--- src/rtl/dpc_pkg.sv ---
package dpc_pkg;

  typedef enum logic [2:0] {
    ST_IDLE = 3'd0,
    ST_PRE  = 3'd1,
    ST_ACT  = 3'd2,
    ST_COL  = 3'd3,
    ST_REF  = 3'd4
  } dpc_state_e;

endpackage

--- src/rtl/dpc_refresh_timer.sv ---
module dpc_refresh_timer #(
  parameter int INTERVAL = 64
) (
  input  logic clk,
  input  logic rst_n,
  output logic tick
);

  localparam int CNT_W = (INTERVAL > 2) ? $clog2(INTERVAL) : 1;

  logic [CNT_W-1:0] cnt_q;
  logic [CNT_W-1:0] cnt_d;

  assign tick = (cnt_q == CNT_W'(INTERVAL - 1));

  always_comb begin
    cnt_d = cnt_q + 1'b1;
    if (tick) cnt_d = '0;
  end

  always_ff @(posedge clk or negedge rst_n) begin
    if (!rst_n) cnt_q <= '0;
    else        cnt_q <= cnt_d;
  end

endmodule

--- src/rtl/dpc_sequencer.sv ---
module dpc_sequencer
  import dpc_pkg::*;
#(
  parameter int ROWS   = 4,
  parameter int WORD_W = 16,
  parameter int ROW_W  = 2,
  parameter int COL_W  = 2,
  parameter int PIN_W  = 2
) (
  input  logic                   clk,
  input  logic                   rst_n,
  input  logic                   refresh_tick,
  input  logic                   req_valid,
  output logic                   req_ready,
  input  logic                   req_write,
  input  logic [ROW_W+COL_W-1:0] req_addr,
  input  logic [WORD_W-1:0]      req_wdata,
  output logic                   resp_valid,
  output logic                   resp_hit,
  output logic                   pin_ras,
  output logic                   pin_cas,
  output logic                   pin_pre,
  output logic                   pin_we,
  output logic [PIN_W-1:0]       pin_addr,
  output logic [WORD_W-1:0]      pin_wdata,
  output logic                   refreshing
);

  // control state (reset)
  dpc_state_e state_q, state_d;
  logic       open_q, open_d;
  logic       pend_q, pend_d;
  logic       refgo_q, refgo_d;
  logic       resp_valid_q, resp_valid_d;

  // datapath state (no reset, explicit enables)
  logic              wr_q;
  logic [ROW_W-1:0]  row_q;
  logic [COL_W-1:0]  col_q;
  logic [WORD_W-1:0] data_q;
  logic              hit_q;
  logic [ROW_W-1:0]  orow_q;
  logic [ROW_W-1:0]  rrow_q;
  logic              resp_hit_q;

  logic             cap_en, orow_en, rrow_clr, rrow_inc, hit_now;
  logic [ROW_W-1:0] req_row;
  logic [COL_W-1:0] req_col;
  logic [PIN_W-1:0] row_pin, col_pin, ref_pin;

  assign req_row = req_addr[ROW_W+COL_W-1:COL_W];
  assign req_col = req_addr[COL_W-1:0];
  assign hit_now = open_q && (req_row == orow_q);

  always_comb begin
    state_d      = state_q;
    open_d       = open_q;
    pend_d       = pend_q | refresh_tick;
    refgo_d      = refgo_q;
    resp_valid_d = 1'b0;
    cap_en       = 1'b0;
    orow_en      = 1'b0;
    rrow_clr     = 1'b0;
    rrow_inc     = 1'b0;
    case (state_q)
      ST_IDLE: begin
        if (pend_q) begin
          pend_d   = refresh_tick;
          rrow_clr = 1'b1;
          if (open_q) begin
            state_d = ST_PRE;
            refgo_d = 1'b1;
          end else begin
            state_d = ST_REF;
          end
        end else if (req_valid) begin
          cap_en  = 1'b1;
          refgo_d = 1'b0;
          if (hit_now)     state_d = ST_COL;
          else if (open_q) state_d = ST_PRE;
          else             state_d = ST_ACT;
        end
      end
      ST_PRE: begin
        open_d  = 1'b0;
        state_d = refgo_q ? ST_REF : ST_ACT;
      end
      ST_ACT: begin
        open_d  = 1'b1;
        orow_en = 1'b1;
        state_d = ST_COL;
      end
      ST_COL: begin
        resp_valid_d = 1'b1;
        state_d      = ST_IDLE;
      end
      ST_REF: begin
        rrow_inc = 1'b1;
        if (rrow_q == ROW_W'(ROWS - 1)) state_d = ST_IDLE;
      end
      default: state_d = ST_IDLE;
    endcase
  end

  always_ff @(posedge clk or negedge rst_n) begin
    if (!rst_n) begin
      state_q      <= ST_IDLE;
      open_q       <= 1'b0;
      pend_q       <= 1'b0;
      refgo_q      <= 1'b0;
      resp_valid_q <= 1'b0;
    end else begin
      state_q      <= state_d;
      open_q       <= open_d;
      pend_q       <= pend_d;
      refgo_q      <= refgo_d;
      resp_valid_q <= resp_valid_d;
    end
  end

  always_ff @(posedge clk) begin
    if (cap_en) begin
      wr_q   <= req_write;
      row_q  <= req_row;
      col_q  <= req_col;
      data_q <= req_wdata;
      hit_q  <= hit_now;
    end
    if (orow_en) orow_q <= row_q;
    if (rrow_clr)      rrow_q <= '0;
    else if (rrow_inc) rrow_q <= rrow_q + 1'b1;
    if (state_q == ST_COL) resp_hit_q <= hit_q;
  end

  always_comb begin
    row_pin = '0;
    col_pin = '0;
    ref_pin = '0;
    row_pin[ROW_W-1:0] = row_q;
    col_pin[COL_W-1:0] = col_q;
    ref_pin[ROW_W-1:0] = rrow_q;
  end

  always_comb begin
    case (state_q)
      ST_ACT:  pin_addr = row_pin;
      ST_COL:  pin_addr = col_pin;
      ST_REF:  pin_addr = ref_pin;
      default: pin_addr = '0;
    endcase
  end

  assign req_ready  = (state_q == ST_IDLE) && !pend_q;
  assign pin_ras    = (state_q == ST_ACT) || (state_q == ST_REF);
  assign pin_cas    = (state_q == ST_COL);
  assign pin_pre    = (state_q == ST_PRE);
  assign pin_we     = (state_q == ST_COL) && wr_q;
  assign pin_wdata  = data_q;
  assign refreshing = (state_q == ST_REF);
  assign resp_valid = resp_valid_q;
  assign resp_hit   = resp_hit_q;

endmodule

--- src/rtl/dpc_cell_array.sv ---
module dpc_cell_array #(
  parameter int ROWS   = 4,
  parameter int COLS   = 4,
  parameter int DATA_W = 8,
  parameter int ROW_W  = 2,
  parameter int COL_W  = 2,
  parameter int PIN_W  = 2
) (
  input  logic              clk,
  input  logic              ras,
  input  logic              cas,
  input  logic              pre,
  input  logic              we,
  input  logic [PIN_W-1:0]  addr,
  input  logic [DATA_W-1:0] din,
  output logic [DATA_W-1:0] dout
);

  logic [DATA_W-1:0] grid    [ROWS][COLS];
  logic [DATA_W-1:0] row_buf [COLS];
  logic [ROW_W-1:0]  cur_row;
  logic              row_live;
  logic [ROW_W-1:0]  a_row;
  logic [COL_W-1:0]  a_col;

  assign a_row = addr[ROW_W-1:0];
  assign a_col = addr[COL_W-1:0];

  // row strobe: whole row into the buffer
  always_ff @(posedge clk) begin
    if (ras) begin
      row_buf  <= grid[a_row];
      cur_row  <= a_row;
      row_live <= 1'b1;
    end else if (pre) begin
      row_live <= 1'b0;
    end
    if (cas && row_live && we) row_buf[a_col] <= din;
  end

  // write-through into the grid and column read out of the buffer
  always_ff @(posedge clk) begin
    if (cas && row_live && we)  grid[cur_row][a_col] <= din;
    if (cas && row_live && !we) dout <= row_buf[a_col];
  end

endmodule

--- src/rtl/dram_page_ctrl.sv ---
module dram_page_ctrl #(
  parameter int ROWS           = 4,
  parameter int COLS           = 4,
  parameter int DATA_W         = 8,
  parameter int CHIPS          = 2,
  parameter int REFRESH_CYCLES = 64,
  localparam int ROW_W  = (ROWS > 1) ? $clog2(ROWS) : 1,
  localparam int COL_W  = (COLS > 1) ? $clog2(COLS) : 1,
  localparam int PIN_W  = (ROW_W > COL_W) ? ROW_W : COL_W,
  localparam int HA_W   = ROW_W + COL_W,
  localparam int WORD_W = DATA_W * CHIPS
) (
  input  logic              clk,
  input  logic              rst_n,
  input  logic              req_valid,
  output logic              req_ready,
  input  logic              req_write,
  input  logic [HA_W-1:0]   req_addr,
  input  logic [WORD_W-1:0] req_wdata,
  output logic              resp_valid,
  output logic              resp_hit,
  output logic [WORD_W-1:0] resp_rdata,
  output logic              dram_ras,
  output logic              dram_cas,
  output logic              dram_pre,
  output logic              dram_we,
  output logic [PIN_W-1:0]  dram_addr
);

  logic [1:0]        rst_sync_q;
  logic              rst_n_s;
  logic              refresh_tick;
  logic              refreshing;
  logic [WORD_W-1:0] pin_wdata;

  // asynchronous assertion, synchronous release
  always_ff @(posedge clk or negedge rst_n) begin
    if (!rst_n) rst_sync_q <= 2'b00;
    else        rst_sync_q <= {rst_sync_q[0], 1'b1};
  end
  assign rst_n_s = rst_sync_q[1];

  dpc_refresh_timer #(.INTERVAL(REFRESH_CYCLES)) u_timer (
    .clk  (clk),
    .rst_n(rst_n_s),
    .tick (refresh_tick)
  );

  dpc_sequencer #(
    .ROWS  (ROWS),
    .WORD_W(WORD_W),
    .ROW_W (ROW_W),
    .COL_W (COL_W),
    .PIN_W (PIN_W)
  ) u_seq (
    .clk         (clk),
    .rst_n       (rst_n_s),
    .refresh_tick(refresh_tick),
    .req_valid   (req_valid),
    .req_ready   (req_ready),
    .req_write   (req_write),
    .req_addr    (req_addr),
    .req_wdata   (req_wdata),
    .resp_valid  (resp_valid),
    .resp_hit    (resp_hit),
    .pin_ras     (dram_ras),
    .pin_cas     (dram_cas),
    .pin_pre     (dram_pre),
    .pin_we      (dram_we),
    .pin_addr    (dram_addr),
    .pin_wdata   (pin_wdata),
    .refreshing  (refreshing)
  );

  // one storage slice per byte lane, all sharing strobes and index
  for (genvar k = 0; k < CHIPS; k++) begin : g_slice
    dpc_cell_array #(
      .ROWS  (ROWS),
      .COLS  (COLS),
      .DATA_W(DATA_W),
      .ROW_W (ROW_W),
      .COL_W (COL_W),
      .PIN_W (PIN_W)
    ) u_slice (
      .clk (clk),
      .ras (dram_ras),
      .cas (dram_cas),
      .pre (dram_pre),
      .we  (dram_we),
      .addr(dram_addr),
      .din (pin_wdata[k*DATA_W +: DATA_W]),
      .dout(resp_rdata[k*DATA_W +: DATA_W])
    );
  end

endmodule

--- config.mk ---
export PLATFORM = sky130hd
export DESIGN_NAME = dram_page_ctrl
export DESIGN_NICKNAME = d
export VERILOG_FILES = /design/src/rtl/dpc_pkg.sv /design/src/rtl/dpc_refresh_timer.sv /design/src/rtl/dpc_sequencer.sv /design/src/rtl/dpc_cell_array.sv /design/src/rtl/dram_page_ctrl.sv
export SDC_FILE = /design/constraint.sdc
export NUM_CORES = 1
export LEC_CHECK = 0
export ABC_CLOCK_PERIOD_IN_PS = 2500
export BUFFER_PORTS_ARGS = -buffer_cell sky130_fd_sc_hd__buf_2
export CAP_MARGIN = 20
export CORE_MARGIN = 2
export CORE_UTILIZATION = 62
export CTS_CLUSTER_DIAMETER = 100
export DETAILED_ROUTE_END_ITERATION = 12
export GPL_ROUTABILITY_DRIVEN = 0
export GPL_TIMING_DRIVEN = 0
export PLACE_DENSITY = 0.83
export SYNTH_ARGS = -nofsm -noshare
export SYNTH_HDL_FRONTEND = slang
export SYNTH_SLANG_ARGS = --single-unit
export TNS_END_PERCENT = 5
--- constraint.sdc ---
create_clock -name clk -period 2.5 [get_ports clk]
set_input_delay 0.5 -clock clk [delete_from_list [all_inputs] [get_ports clk]]
set_output_delay 0.5 -clock clk [all_outputs]
set_load 0.005 [all_outputs]
Word-level counts from Yosys, hierarchy flattened
Memories as Yosys holds them, arrays and structs flattened.
Index checks and enable logic that the tools add are counted.
{"block": "totals", "register_bits": 125, "mem_count": 2, "in_bits": 24, "wordCells": 100, "out_inout_bits": 25, "ramBits": 256}
{"block": "classes", "magnitude_cmp": 2, "n_reduce_logical": 15, "n_bitwise": 2, "n_mux": 40, "addsub": 2, "eq_ne": 10}
{"name": "g_slice[0].u_slice.grid", "words": 4, "width": 32, "rd": 1, "rd_ports_with_merged_regs": 0, "wr": 1, "line": "dpc_cell_array.sv:19", "text": "logic [DATA_W-1:0] grid [ROWS][COLS];"}
{"name": "g_slice[1].u_slice.grid", "words": 4, "width": 32, "rd": 1, "rd_ports_with_merged_regs": 0, "wr": 1, "line": "dpc_cell_array.sv:19"}
{"cell": "2-to-1 mux 32 bit", "count": 5}
{"cell": "bitwise mux 32 bit", "count": 2}
{"cell": "2-to-1 mux 8 bit", "count": 5}
{"cell": "binary-select mux 8 bit (select 2 bit)", "count": 2}
{"cell": "2-to-1 mux 3 bit", "count": 6}
{"cell": "demux 8 bit (select 2 bit)", "count": 1}
{"cell": "2-to-1 mux 1 bit", "count": 14}
{"cell": "case mux 3 bit (4 select lines)", "count": 1}
{"cell": "logical AND 1 bit", "count": 7}
{"cell": "adder 6 x 1 -> 6 bit (second input constant)", "count": 1}
{"cell": "equality test 3 x 2 -> 1 bit (second input constant)", "count": 2}
{"cell": "equality test 6 bit (second input constant)", "count": 1}
{"cell": "2-to-1 mux 6 bit", "count": 1}
{"cell": "case mux 2 bit (3 select lines)", "count": 1}
{"cell": "!= test 2 x 1 -> 1 bit (second input constant)", "count": 2}
{"cell": "nonzero test 2 bit", "count": 2}
{"cell": "equality test 3 x 1 -> 1 bit (second input constant)", "count": 1}
{"cell": "equality test 3 bit (second input constant)", "count": 1}
{"cell": ">= comparator 3 bit (second input constant)", "count": 1}
{"cell": "zero test 3 bit", "count": 1}
{"cell": "< comparator 3 x 1 -> 1 bit (second input constant)", "count": 1}
{"cell": "!= test 3 x 2 -> 1 bit (second input constant)", "count": 1}
{"cell": "inverter 2 -> 3 bit", "count": 1}
{"cell": "AND reduction 3 bit", "count": 1}
{"cell": "9 further kinds", "count": 10}

Depth between registers and ports, before layout
Gate-level depths: netlist of the first run.
{"block": "depth", "ltp_word": 9, "ltp_mapped": 8, "depth_no_buf": 5}

Hierarchy
A second synthesis of the first run with hierarchy kept.
{"block": "unflattened", "cells_unflattened": 808, "area_unflattened_um2": 14963.1}
{"mod": "dpc_cell_array", "seq_area_each_um2": 4804.6, "area_each_um2": 6671.4, "n_inst": 2, "cells_each": 350}
{"mod": "dpc_sequencer", "seq_area_each_um2": 965.9, "area_each_um2": 1323.8, "n_inst": 1, "cells_each": 85}
{"mod": "dpc_refresh_timer", "seq_area_each_um2": 150.1, "area_each_um2": 242.7, "n_inst": 1, "cells_each": 20}
{"mod": "dram_page_ctrl", "seq_area_each_um2": 50.0, "area_each_um2": 53.8, "n_inst": 1, "cells_each": 3}

Least setup slack after synthesis of the first run
No wires, ideal clock.
{"block": "synth_timing", "path_kind": "register to register", "startpoint": "reg u_seq.state_q[0]", "endpoint": "mem g_slice[0].u_slice.grid[0][10] in the netlist's numbering (enable)", "required_time_ns": 2.091, "t_arrival_ns": 2.736, "setup_ns": 0.409, "setup_slack_ns": -0.645, "stages_incl_launch_ff": 7, "cell_sequence": "dfrtp_1 > buf_6 > nand4bb_1 > a2111o_1 > or2_1 > buf_2 > nor3_1"}
{"block": "synth_between", "elab_chain_cells": 8, "elab_cells_between_ends": 15}
{"element": "start, declared", "line": "dpc_sequencer.sv:30", "text": "dpc_state_e state_q, state_d;"}
{"element": "start signal, assigned", "line": "dpc_sequencer.sv:113", "text": "state_q <= state_d;"}
{"element": "equality test 3 bit (tied with other cells)", "line": "dpc_sequencer.sv:145", "text": "case (state_q)"}
{"element": "case mux 2 bit (3 select lines)", "line": "dpc_sequencer.sv:145"}
{"element": "inverter 2 -> 3 bit (implied by the code)", "line": "dpc_cell_array.sv:43", "text": "if (cas && row_live && we) grid[cur_row][a_col] <= din;"}
{"element": ">= comparator 3 bit (implied by the code) or < comparator 3 x 1 -> 1 bit (tied branches)", "line": "dpc_cell_array.sv:43"}
{"element": "logical AND 1 bit (implied by the code)", "line": "dpc_cell_array.sv:43"}
{"element": "2-to-1 mux 8 bit (implied by the code)", "line": "dpc_cell_array.sv:43"}
{"element": "demux 8 bit (select 2 bit)", "line": "dpc_cell_array.sv:43"}
{"element": "2-to-1 mux 32 bit (implied by the code) *", "line": "dpc_cell_array.sv:43"}
{"element": "end, declared", "line": "dpc_cell_array.sv:19"}
Mark *: on every way between the ends. The rest lies on a longest branch, timed or not.

Worst setup path in the final report of the first run
{"block": "layout_timing", "startpoint": "reg u_seq.state_q[2]", "endpoint": "out dram_addr[0]"}
{"block": "layout_between", "elab_chain_cells": 2, "elab_cells_between_ends": 4}
{"element": "equality test 3 bit or equality test 3 x 2 -> 1 bit (tied branches)", "line": "dpc_sequencer.sv:145"}
{"element": "case mux 2 bit (3 select lines) *", "line": "dpc_sequencer.sv:145"}
{"element": "end, declared", "line": "dram_page_ctrl.sv:27", "text": "output logic [PIN_W-1:0] dram_addr"}
Marks and branches as above.

==> flow_summary.ini, run 1 <==
[run_status]
status = complete, but fails checks
failed_checks = setup timing

[floorplan]
initial_core_util = 0.626
io_pins = 49
dieWidth_um = 168
core_um2 = 26700
die_y_um = 168
rows = 60
die_area_um2 = 28300

[synth]
yosys.area_share.xor_xnor = 0.00314
ys_seq_area_frac = 0.640
synth_compound_area_frac = 0.165
synth.avg_cell_area_um2 = 13.8
syn_inst = 1211
syn_area_um2 = 16700
yosysWarnings = 0
synth_cell_types = 46
synth_top_family_by_area = compound AO/OA/AOI/OAI gates
ys_seq_elements = 381
synth_mux_area_frac = 0.107
synth_adder_area_share = 0.00150
synth_nets = 1237
yosys.area_share.simple = 0.0530

[timing]
slew_viol_final = 0
rsz0062_at_grt = true
fmax_ghz = 0.389
setup_viol = 27
min_period_ns = 2.57
post-route-period-util = 1.03
tightestPinTransition_ns = 1.03
timing.final.hold_violations = 0
finClkSkew_ns = 0.0206
fin_ws_ns = -0.0725
tns_ns = -0.425
slew_headroom = 0.311

[place]
dp.cells = 1610
port-buffer-count = 48
dp_hpwl_mm = 28.1
pre_cts_ws_ns = -0.674

[drt]
drt_first_pass_iters = 6
wl_per_cell_um = 26.3
remaining_drc_errors = 0
drt_iter0_drc = 1402
viasPerCell = 6.67
num_vias = 11300
routed_wl_mm = 44.7
postRouteAntennaNets = 0

[layout]
layout-drive-gt1-share = 0.169
fin_nets = 1355
final_common_cell = edfxtp_1
post-route-util = 0.724
diodes = 0
areaGrowthSynthToFinish_pct = 15.7
final_cell_mix = edfxtp_1, a21boi_0, mux2i_1, nand2_1, clkbuf_1
instances_no_fill = 1700
nFillCells = 1599

[global_routing]
overflow = 0
antenna_found_initial = 0
grt_pass1_vias = 11100
grt_max_degree = 21
grt_first_pass_wirelength_mm = 66.7
grt.total_usage = 0.317

[critical_path]
cp_slowest_stage_delay_ns = 0.49
start_kind = flip-flop
crit_type = flip-flop to primary output
crit_chain = nand2b_2, o21a_2, inv_4, clkbuf_8, buf_2
crit_required_ns = 2.00
cp-end-kind = primary output
critPathMaxFanout = 11
worstPathArrival_ns = 2.07
cp_slowest_cell = dfrtp_2

[clock_tree]
cts.clk_slew.worst_paths_ns = 0.06
clock_path_buffers = 3
cts_buffers = 39
htree_levels = 2
cts_tree = built
clockRootBuffer = clkbuf_16
clock-sinks = 381
worstSkewPairLatency_ns = 0.54

[run]
maxCapViolations = 0

[power]
peakVddDrop_uv = 782
leakage_nw = 7.10
p_per_area_nw_per_um2 = 1100

[hold_path]
hold_path.class = primary input to flip-flop
==> stage by stage <==
stage	area, um2	hold WS [ns]	power (mW)
floorplan	16700	0.160	12.9
global placement	17400	0.222	14.7
detailed placement	17600	0.229	15.0
CTS	19200	0.139	20.9
global route	19300	0.134	21.9
finish	19300	0.143	21.3
==> routing by layer <==
layer / GRT usage / part of all wire
met1: 0.436 / 0.38
met2: 0.502 / 0.46
met3: 0.0534 / 0.12
met4: 0.143 / 0.046
met5: 0 / 0
==> worst max-delay path: cells and delay by family (launching register included) <==
family / cells / cell delay, ns
buffers and inverters: 3 / 0.50
flip-flops: 1 / 0.49
AO/OA/AOI/OAI: 1 / 0.30
AND/OR/NAND/NOR: 1 / 0.27
==> synthesized netlist by cell type (all sizes together) <==
library cell,number,area share
dfrtp,15,0.022
nor2b,1,0.00037
inv,6,0.0013
nor4,1,0.00037
a21boi,256,0.11
edfxtp,299,0.54
a221oi,1,0.00052
o21ai,5,0.0015
o2111ai,1,0.00052
or3b,1,0.00052
nor3,68,0.020
clkinv,1,0.00022
a41oi,64,0.041
conb,1,0.00022
dfxtp,67,0.080
or2,2,0.00075
o31ai,2,0.00090
xnor2,1,0.00052
a211oi,2,0.00090
and3b,1,0.00052
xor2,5,0.0026
o21a,2,0.00090
a21oi,4,0.0012
ha,2,0.0015
and4b,1,0.00060
nand2b,5,0.0019
nor2,23,0.0052
a32o,1,0.00060
clkbuf,73,0.016
nand4bb,3,0.0020
nor3b,1,0.00045
or4b,3,0.0022
nand2,75,0.017
a21o,1,0.00045
a2111o,1,0.00067
mux2i,178,0.11
a31oi,1,0.00037
nand3,3,0.00090
buf,34,0.013
==> power by group <==
group          internal, mW  leakage (nW)  switching [mW]  total [mW]
logic                  2.57          3.02            3.92        6.49
clock network          3.40         0.628            2.36        5.76
registers              8.03          3.45           0.980        9.01
total                  14.0          7.10            7.26        21.3
==> state kept, by name, summed over array words and instances, names as in the netlist, 2 cells and up <==
register,flops
u_seq.row_pin,2
u_seq.state_q,3
g_slice.u_slice.grid,256
u_seq.orow_q,2
u_seq.col_pin,2
u_timer.cnt_q,6
g_slice.u_slice.cur_row,2
g_slice.u_slice.row_buf,64
u_seq.ref_pin,2
u_seq.pin_wdata,16
g_slice.u_slice.dout,16
rst_sync_q,2
==> what timing repair did <==
action	4_1_cts	5_1_grt
cloned	0	0
buffers inserted	14	5
endpoints found under the setup margin	274	105
endpoints found under the hold margin	2	0
pin swaps	14	9
hold buffers	1	0
resized for setup	44	9
==> area by class of cell <==
type                       instances  area (um2)  share of cell area
buffer                           105         551              0.0285
clock buffer                      53        1100              0.0569
clock inverter                    18         164             0.00847
inverter                           7        30.0             0.00155
multi-input combinational        716        5690               0.294
sequential                       381       10700               0.553
tap                              341         427              0.0221
timing repair buffer              79         682              0.0353
==> cells by family after synthesis <==
kind of cell,Yosys count
flops,381
compound gates,341
simple gates,188
mux,178
buf+inv,114
xor+xnor,6
fa+ha+maj,2
other cells,1
==> worst paths after layout <==
| kind | from | to | slack (ns) | cells past startpoint |
|---|---|---|---|---|
| worst max-delay path | u_seq.state_q[2] | dram_addr[0] | -0.07 | 5 |
| worst min register to register | rst_sync_q[1] | u_timer.cnt_q[1] | 0.21 | 0 |
| min in group asynchronous | rst_sync_q[1] | u_timer.cnt_q[1] | 0.21 | 0 |
| worst min-delay path | req_wdata[12] | u_seq.pin_wdata[12] | 0.14 | 1 |
| worst max register to register | u_seq.state_q[0] | g_slice[0].u_slice.grid[0][11] | -0.02 | 7 |
| max in group asynchronous | rst_sync_q[1] | u_seq.state_q[1] | 1.92 | 0 |
Power figures use the tool's default switching activity.
==> run 2: changes to the inputs <==
--- a/config.mk
+++ b/config.mk
@@ -9,13 +9,14 @@
 export BUFFER_PORTS_ARGS = -buffer_cell sky130_fd_sc_hd__buf_2
 export CAP_MARGIN = 20
 export CORE_MARGIN = 2
-export CORE_UTILIZATION = 62
+export CORE_UTILIZATION = 61
 export CTS_CLUSTER_DIAMETER = 100
 export DETAILED_ROUTE_END_ITERATION = 12
 export GPL_ROUTABILITY_DRIVEN = 0
 export GPL_TIMING_DRIVEN = 0
-export PLACE_DENSITY = 0.83
+export PLACE_DENSITY = 0.82
 export SYNTH_ARGS = -nofsm -noshare
 export SYNTH_HDL_FRONTEND = slang
+export SYNTH_HIERARCHICAL = 1
 export SYNTH_SLANG_ARGS = --single-unit
 export TNS_END_PERCENT = 5
==> run 2 against run 1 <==
Effect of this change: the run still ends with setup timing left; design area down 6.8%; register-to-register slack lost 0.097 ns; clock power shrank 9.4%; cell count decreased by 23%; die area shrank 8.8%; utilization increased by 2.2 points; synthesized cell count decreased by 33%; global-route usage decreased by 5.9 points; first-iteration DRC count fell by 52%; power fell by 5.3%; clock-buffer cell count increased by 9; non-clock buffer count decreased by 30; critical endpoint is now g_slice[1].u_slice/row_buf[0].
==> flow_summary.ini, run 2 <==
[drt]
postRouteAntennaNets = 0
num_vias = 8194
drt_iter0_drc = 676
routed_wl_mm = 33.4
drt_first_pass_iters = 5
viasPerCell = 6.25
remaining_drc_errors = 0
wl_per_cell_um = 25.5

[run_status]
status = complete, but fails checks
failed_checks = setup timing

[critical_path]
r2r_setup_slack_ns = -0.12
crit-reg2reg-launch = u_seq/state_q[0]
cp_slowest_cell = mux4_1
start_kind = flip-flop
cp_slowest_stage_delay_ns = 0.61
crit_path_frequent_cell = mux2_2
critPathMaxFanout = 6
reg2reg_depth = 9
crit_chain = buf_6, nor3b_4, nand2_2, o21ai_4, buf_12, buf_4, mux4_1, mux2_2, mux2_2
worstSetupStartpoint = u_seq/state_q[0]
crit_required_ns = 2.90
crit_type = flip-flop to flip-flop
r2r-end = g_slice[1].u_slice/row_buf[0]
cp-endpoint = g_slice[1].u_slice/row_buf[0]
worstPathArrival_ns = 3.02
cp-end-kind = flip-flop

[run]
maxCapViolations = 0

[power]
p_switching_mw = 5.98
swShare = 0.297
peakVddDrop_uv = 935
pwr-share-seq = 0.452
p_total_mw = 20.1
comb_power_share = 0.289
pwr-share-clk = 0.259
p_per_area_nw_per_um2 = 1120
leakage_nw = 6.19
p_int_mw = 14.2

[synth]
synth_compound_area_frac = 0.0239
yosysMostFrequentCell = edfxtp_1
yosys.area_share.xor_xnor = 0.00351
syn_area_um2 = 15000
synth_top_area_share = 0.604
synth_cell_types = 47
ys_seq_area_frac = 0.720
yosys.area_share.simple = 0.0483
synth.avg_cell_area_um2 = 18.5
synth_nets = 834
synth_top_family_by_area = multiplexers
yosysWarnings = 6
synth_adder_area_share = 0.00167
synth-edff-count = 301
ys_seq_elements = 384
yosys.area.top_type = edfxtp_1
syn_inst = 808
yosys-top-cells-count = edfxtp_1, mux4_2, dfxtp_1
synthArstFlopShare = 0.0391
synthTopCellsByArea = edfxtp_1, mux4_2, dfxtp_1, mux2i_1, dfrtp_1
synthFlopType = edfxtp_1
synth_mux_area_frac = 0.183

[layout]
regMostFlops = g_slice.u_slice/grid
largest_register_ffs = 256
layout-drive-gt1-share = 0.378
post-route-util = 0.746
areaGrowthSynthToFinish_pct = 20.5
fin_area_um2 = 18000
final_cell_mix = edfxtp_1, mux4_2, dfxtp_1, a21oi_1, buf_2
top_regs = g_slice.u_slice/grid: 256 flops, g_slice.u_slice/row_buf: 64 flops
diodes = 0
final_common_cell = edfxtp_1
fin_nets = 983

[floorplan]
die_y_um = 161
core_um2 = 24200
dieWidth_um = 161
io_pins = 49
die_area_um2 = 25800
initial_core_util = 0.619
rows = 57

[timing]
slew_headroom = 0.429
timing.final.hold_violations = 0
fin_ws_ns = -0.117
tns_ns = -2.76
finClkSkew_ns = 0.0197
min_period_ns = 2.62
post-route-period-util = 1.05
rsz0062_at_grt = true
tightestPinTransition_ns = 0.857
setup_viol = 74
slew_viol_final = 0
fmax_ghz = 0.382

[clock_tree]
worstSkewPairLatency_ns = 0.52
cts.clk_slew.worst_paths_ns = 0.06
htree_levels = 2
clock_path_buffers = 3
cts_buffers = 38
clock-sinks = 384
clockRootBuffer = clkbuf_16
cts_tree = built

[hold_path]
hold_path.class = primary input to flip-flop
hold_depth = 1

[global_routing]
antenna_found_initial = 0
grt_first_pass_wirelength_mm = 49.6
grt_max_degree = 23
grt_pass1_vias = 8497
overflow = 0
grt.total_usage = 0.258

[place]
port-buffer-count = 48
pre_cts_ws_ns = -0.638
place_area_um2 = 15900
dp_hpwl_mm = 19.7
run 2: cell types whose count changed after synthesis, moves of 12 or more:
| cell | before | now |
|---|---|---|
| a21oi_1 | 4 | 55 |
| mux2_4 | 0 | 12 |
| clkbuf_1 | 73 | 8 |
| a41oi_2 | 17 | 0 |
| a41oi_1 | 47 | 0 |
| mux2_2 | 0 | 20 |
| mux2i_1 | 178 | 51 |
| a21boi_0 | 225 | 0 |
| mux4_2 | 0 | 76 |
| a21boi_1 | 31 | 0 |
| nand2_1 | 75 | 11 |
run 2: area by class of cell:
type | count | area (um2)
inverters | 8 | 30.0
plain buffers | 44 | 477
repair buffers | 110 | 926
multi-input cells | 371 | 4280
clock inverters | 7 | 37.5
flip-flops and latches | 384 | 10800
clock buffers | 62 | 1100
fillers | 1281 | 6140
well taps | 324 | 405
run 2: worst min path at each step:
stage / start / slack (ns) / endpoint
floorplan: rst_sync_q[1] / 0.16 / u_seq/open_q
global placement: rst_sync_q[1] / 0.25 / u_seq/open_q
detailed placement: rst_sync_q[1] / 0.25 / u_seq/open_q
CTS: req_wdata[2] / 0.14 / u_seq/pin_wdata[2]
global route: req_wdata[7] / 0.14 / u_seq/pin_wdata[7]
finish: req_wdata[2] / 0.15 / u_seq/pin_wdata[2]
run 2: cell families (layout without fill, tap and decap cells):
group / count (synthesis) / after routing
buf+inv: 53 / 231
mux: 163 / 163
other cells: 1 / 1
fa+ha+maj: 2 / 2
simple gates: 132 / 132
flops: 384 / 384
compound gates: 67 / 67
xor+xnor: 6 / 6
run 2: metrics by stage:
step                instances  hold slack, ns
global route             1310           0.135
detailed placement       1180           0.251
finish                   1310           0.154
global placement         1180           0.247
CTS                      1292           0.142
floorplan                 808           0.160
run 2: routing by layer:
metal / vias to the layer above / GRT usage / share of wire
met4: 0 / 0.127 / 0.047
met1: 4147 / 0.327 / 0.36
met3: 114 / 0.0382 / 0.066
met5: - / 0 / 0
met2: 403 / 0.441 / 0.52
li1: 3530 / - / -
run 2: worst max-delay path, delay by kind of cell, from the launching register on:
kind                   cells  cell delay (ns)
DFF                        1             0.43
buffers and inverters      3             0.45
and+or+nand+nor            2             0.39
muxes                      3             1.16
AOI/OAI and AO/OA          1             0.08
run 2: repair_timing:
item / in CTS / in global routing
setup endpoints to repair: 336 / 300
gates cloned: 1 / 1
pin swaps: 31 / 13
buffers inserted: 41 / 17
hold endpoints to repair: 2 / 0
hold buffers: 1 / 0
resized for setup: 55 / 42
run 2: power by group through the flow:
stage               sequential, mW  combinational [mW]  clock (mW)
finish                        9.10                5.81        5.22
global route                  9.15                6.12        5.55
CTS                           9.04                5.38        5.29
detailed placement            9.15                4.90           0
global placement              9.09                4.76           0
floorplan                     8.67                3.84           0
==> run 3: changes to the inputs <==
--- a/config.mk
+++ b/config.mk
@@ -13,7 +13,7 @@
 export CTS_CLUSTER_DIAMETER = 100
 export DETAILED_ROUTE_END_ITERATION = 12
 export GPL_ROUTABILITY_DRIVEN = 0
-export GPL_TIMING_DRIVEN = 0
+export GPL_TIMING_DRIVEN = 1
 export PLACE_DENSITY = 0.82
 export SYNTH_ARGS = -nofsm -noshare
 export SYNTH_HDL_FRONTEND = slang
==> run 3 against run 2 <==
Effect of this change: the flow now finishes without violations; utilization is 1.9 points lower; global-route usage fell by 1.0 points; clock skew fell by 0.0085 ns; setup slack better by 0.14 ns; sequential share of layout area is 1.5 points higher; clock power rose by 14%; register-to-register slack improved by 0.15 ns; design area fell by 2.5%; sequential power about the same; highest routed layer unchanged.
==> flow_summary.ini, run 3 (synthesis results as in run 2) <==
[drt]
drt_iter0_drc = 760
num_vias = 7834
wl_per_cell_um = 25.0
drt_first_pass_iters = 5
remaining_drc_errors = 0
viasPerCell = 6.24
routed_wl_mm = 31.4
postRouteAntennaNets = 0

[critical_path]
cp-end-kind = primary output
crit_required_ns = 2.00
critical_path_buf_inv_count = 2
start_kind = flip-flop
worstPathArrival_ns = 1.98
critPathMaxFanout = 17
crit_type = flip-flop to primary output
crit_family = buffers and inverters
cp_slowest_stage_delay_ns = 0.40
crit_chain = or2b_4, o21ai_4, buf_6, buf_2
cp_slowest_cell = dfrtp_1

[floorplan]
die_area_um2 = 25800
die_y_um = 161
dieWidth_um = 161
io_pins = 49
initial_core_util = 0.619
rows = 57
core_um2 = 24200

[layout]
diodes = 0
instances_no_fill = 1256
regMostFlops = g_slice.u_slice/grid
top_regs = g_slice.u_slice/grid: 256 flops, g_slice.u_slice/row_buf: 64 flops
areaGrowthSynthToFinish_pct = 17.5
fin_nets = 928
layout-drive-gt1-share = 0.344
post-route-util = 0.727
largest_register_ffs = 256
final_common_cell = edfxtp_1
final_cell_mix = edfxtp_1, mux4_2, dfxtp_1, a21oi_1, mux2i_1

[clock_tree]
clock_path_buffers = 3
cts_tree = built
cts_buffers = 38
clockRootBuffer = clkbuf_16
htree_levels = 2
worstSkewPairLatency_ns = 0.52
cts.clk_slew.worst_paths_ns = 0.06
clock-sinks = 384

[timing]
timing.final.hold_violations = 0
fin_ws_ns = 0.0198
slew_headroom = 0.390
fmax_ghz = 0.403
rsz0062_at_grt = true
min_period_ns = 2.48
slew_viol_final = 0
post-route-period-util = 0.992
tightestPinTransition_ns = 0.916
finClkSkew_ns = 0.0112
setup_viol = 0
whs_ns = 0.157

[place]
dp_hpwl_mm = 19.5
port-buffer-count = 48
dp.cells = 1178
pre_cts_ws_ns = -0.0140

[global_routing]
grt_first_pass_wirelength_mm = 47.8
grt.total_usage = 0.248
grt_max_degree = 42
overflow = 0
grt_pass1_vias = 8228
antenna_found_initial = 0

[power]
p_total_mw = 20.3
leakage_nw = 5.91
peakVddDrop_uv = 826
p_per_area_nw_per_um2 = 1150

[run_status]
status = complete, no violations

[run]
maxCapViolations = 0

[hold_path]
hold_path.class = primary input to flip-flop
-- run 3: timing repair --
item / 4_1_cts / 5_1_grt
pin swaps: 1 / 3
gates cloned: 1 / 2
setup endpoints to repair: 19 / 78
setup buffers: 1 / 3
endpoints found under the hold margin: 2 / 0
hold buffers: 1 / 0
gates resized for setup: 5 / 10
-- run 3: final timing paths --
path                                        from                             to  slack (ns)  cells after the start
min in group asynchronous          rst_sync_q[1]               u_timer/cnt_q[2]        0.23                      0
worst max-delay path            u_seq/state_q[1]                   dram_addr[1]        0.02                      4
max in group asynchronous          rst_sync_q[1]               u_seq/state_q[0]        1.86                      0
worst max register to register  u_seq/state_q[0]  g_slice[1].u_slice/row_buf[2]        0.03                      8
worst min-delay path                 req_addr[1]               u_seq/col_pin[1]        0.16                      1
worst min register to register     rst_sync_q[1]               u_timer/cnt_q[2]        0.23                      0
-- run 3: final cells by class --
class	instances	area (um2)
Clock buffer	51	1070
Clock inverter	19	250
Fill cell	1352	6590
Inverter	8	30.0
Multi-Input combinational cell	372	4210
Sequential cell	384	10800
Tap cell	324	405
Timing Repair Buffer	98	837
-- run 3: report_power, final --
group	internal, mW	switching [mW]
logic	2.80	2.43
registers	8.06	1.04
clock network	3.65	2.28
-- run 3: through the flow --
step           TNS (ns)  area, um2
2_1_floorplan    -0.441      15300
3_3_place_gp          0      16100
3_5_place_dp    -0.0466      16100
4_1_cts               0      17500
5_1_grt           -1.04      17600
6_report              0      17600
-- run 3: metal layers --
| metal | track usage | wire, um | vias to the layer above |
|---|---|---|---|
| li1 | - | - | 3415 |
| met1 | 0.308 | 11600 | 4026 |
| met2 | 0.442 | 17000 | 315 |
| met3 | 0.0364 | 1680 | 78 |
| met4 | 0.0987 | 1110 | 0 |
| met5 | 0 | 0 | - |
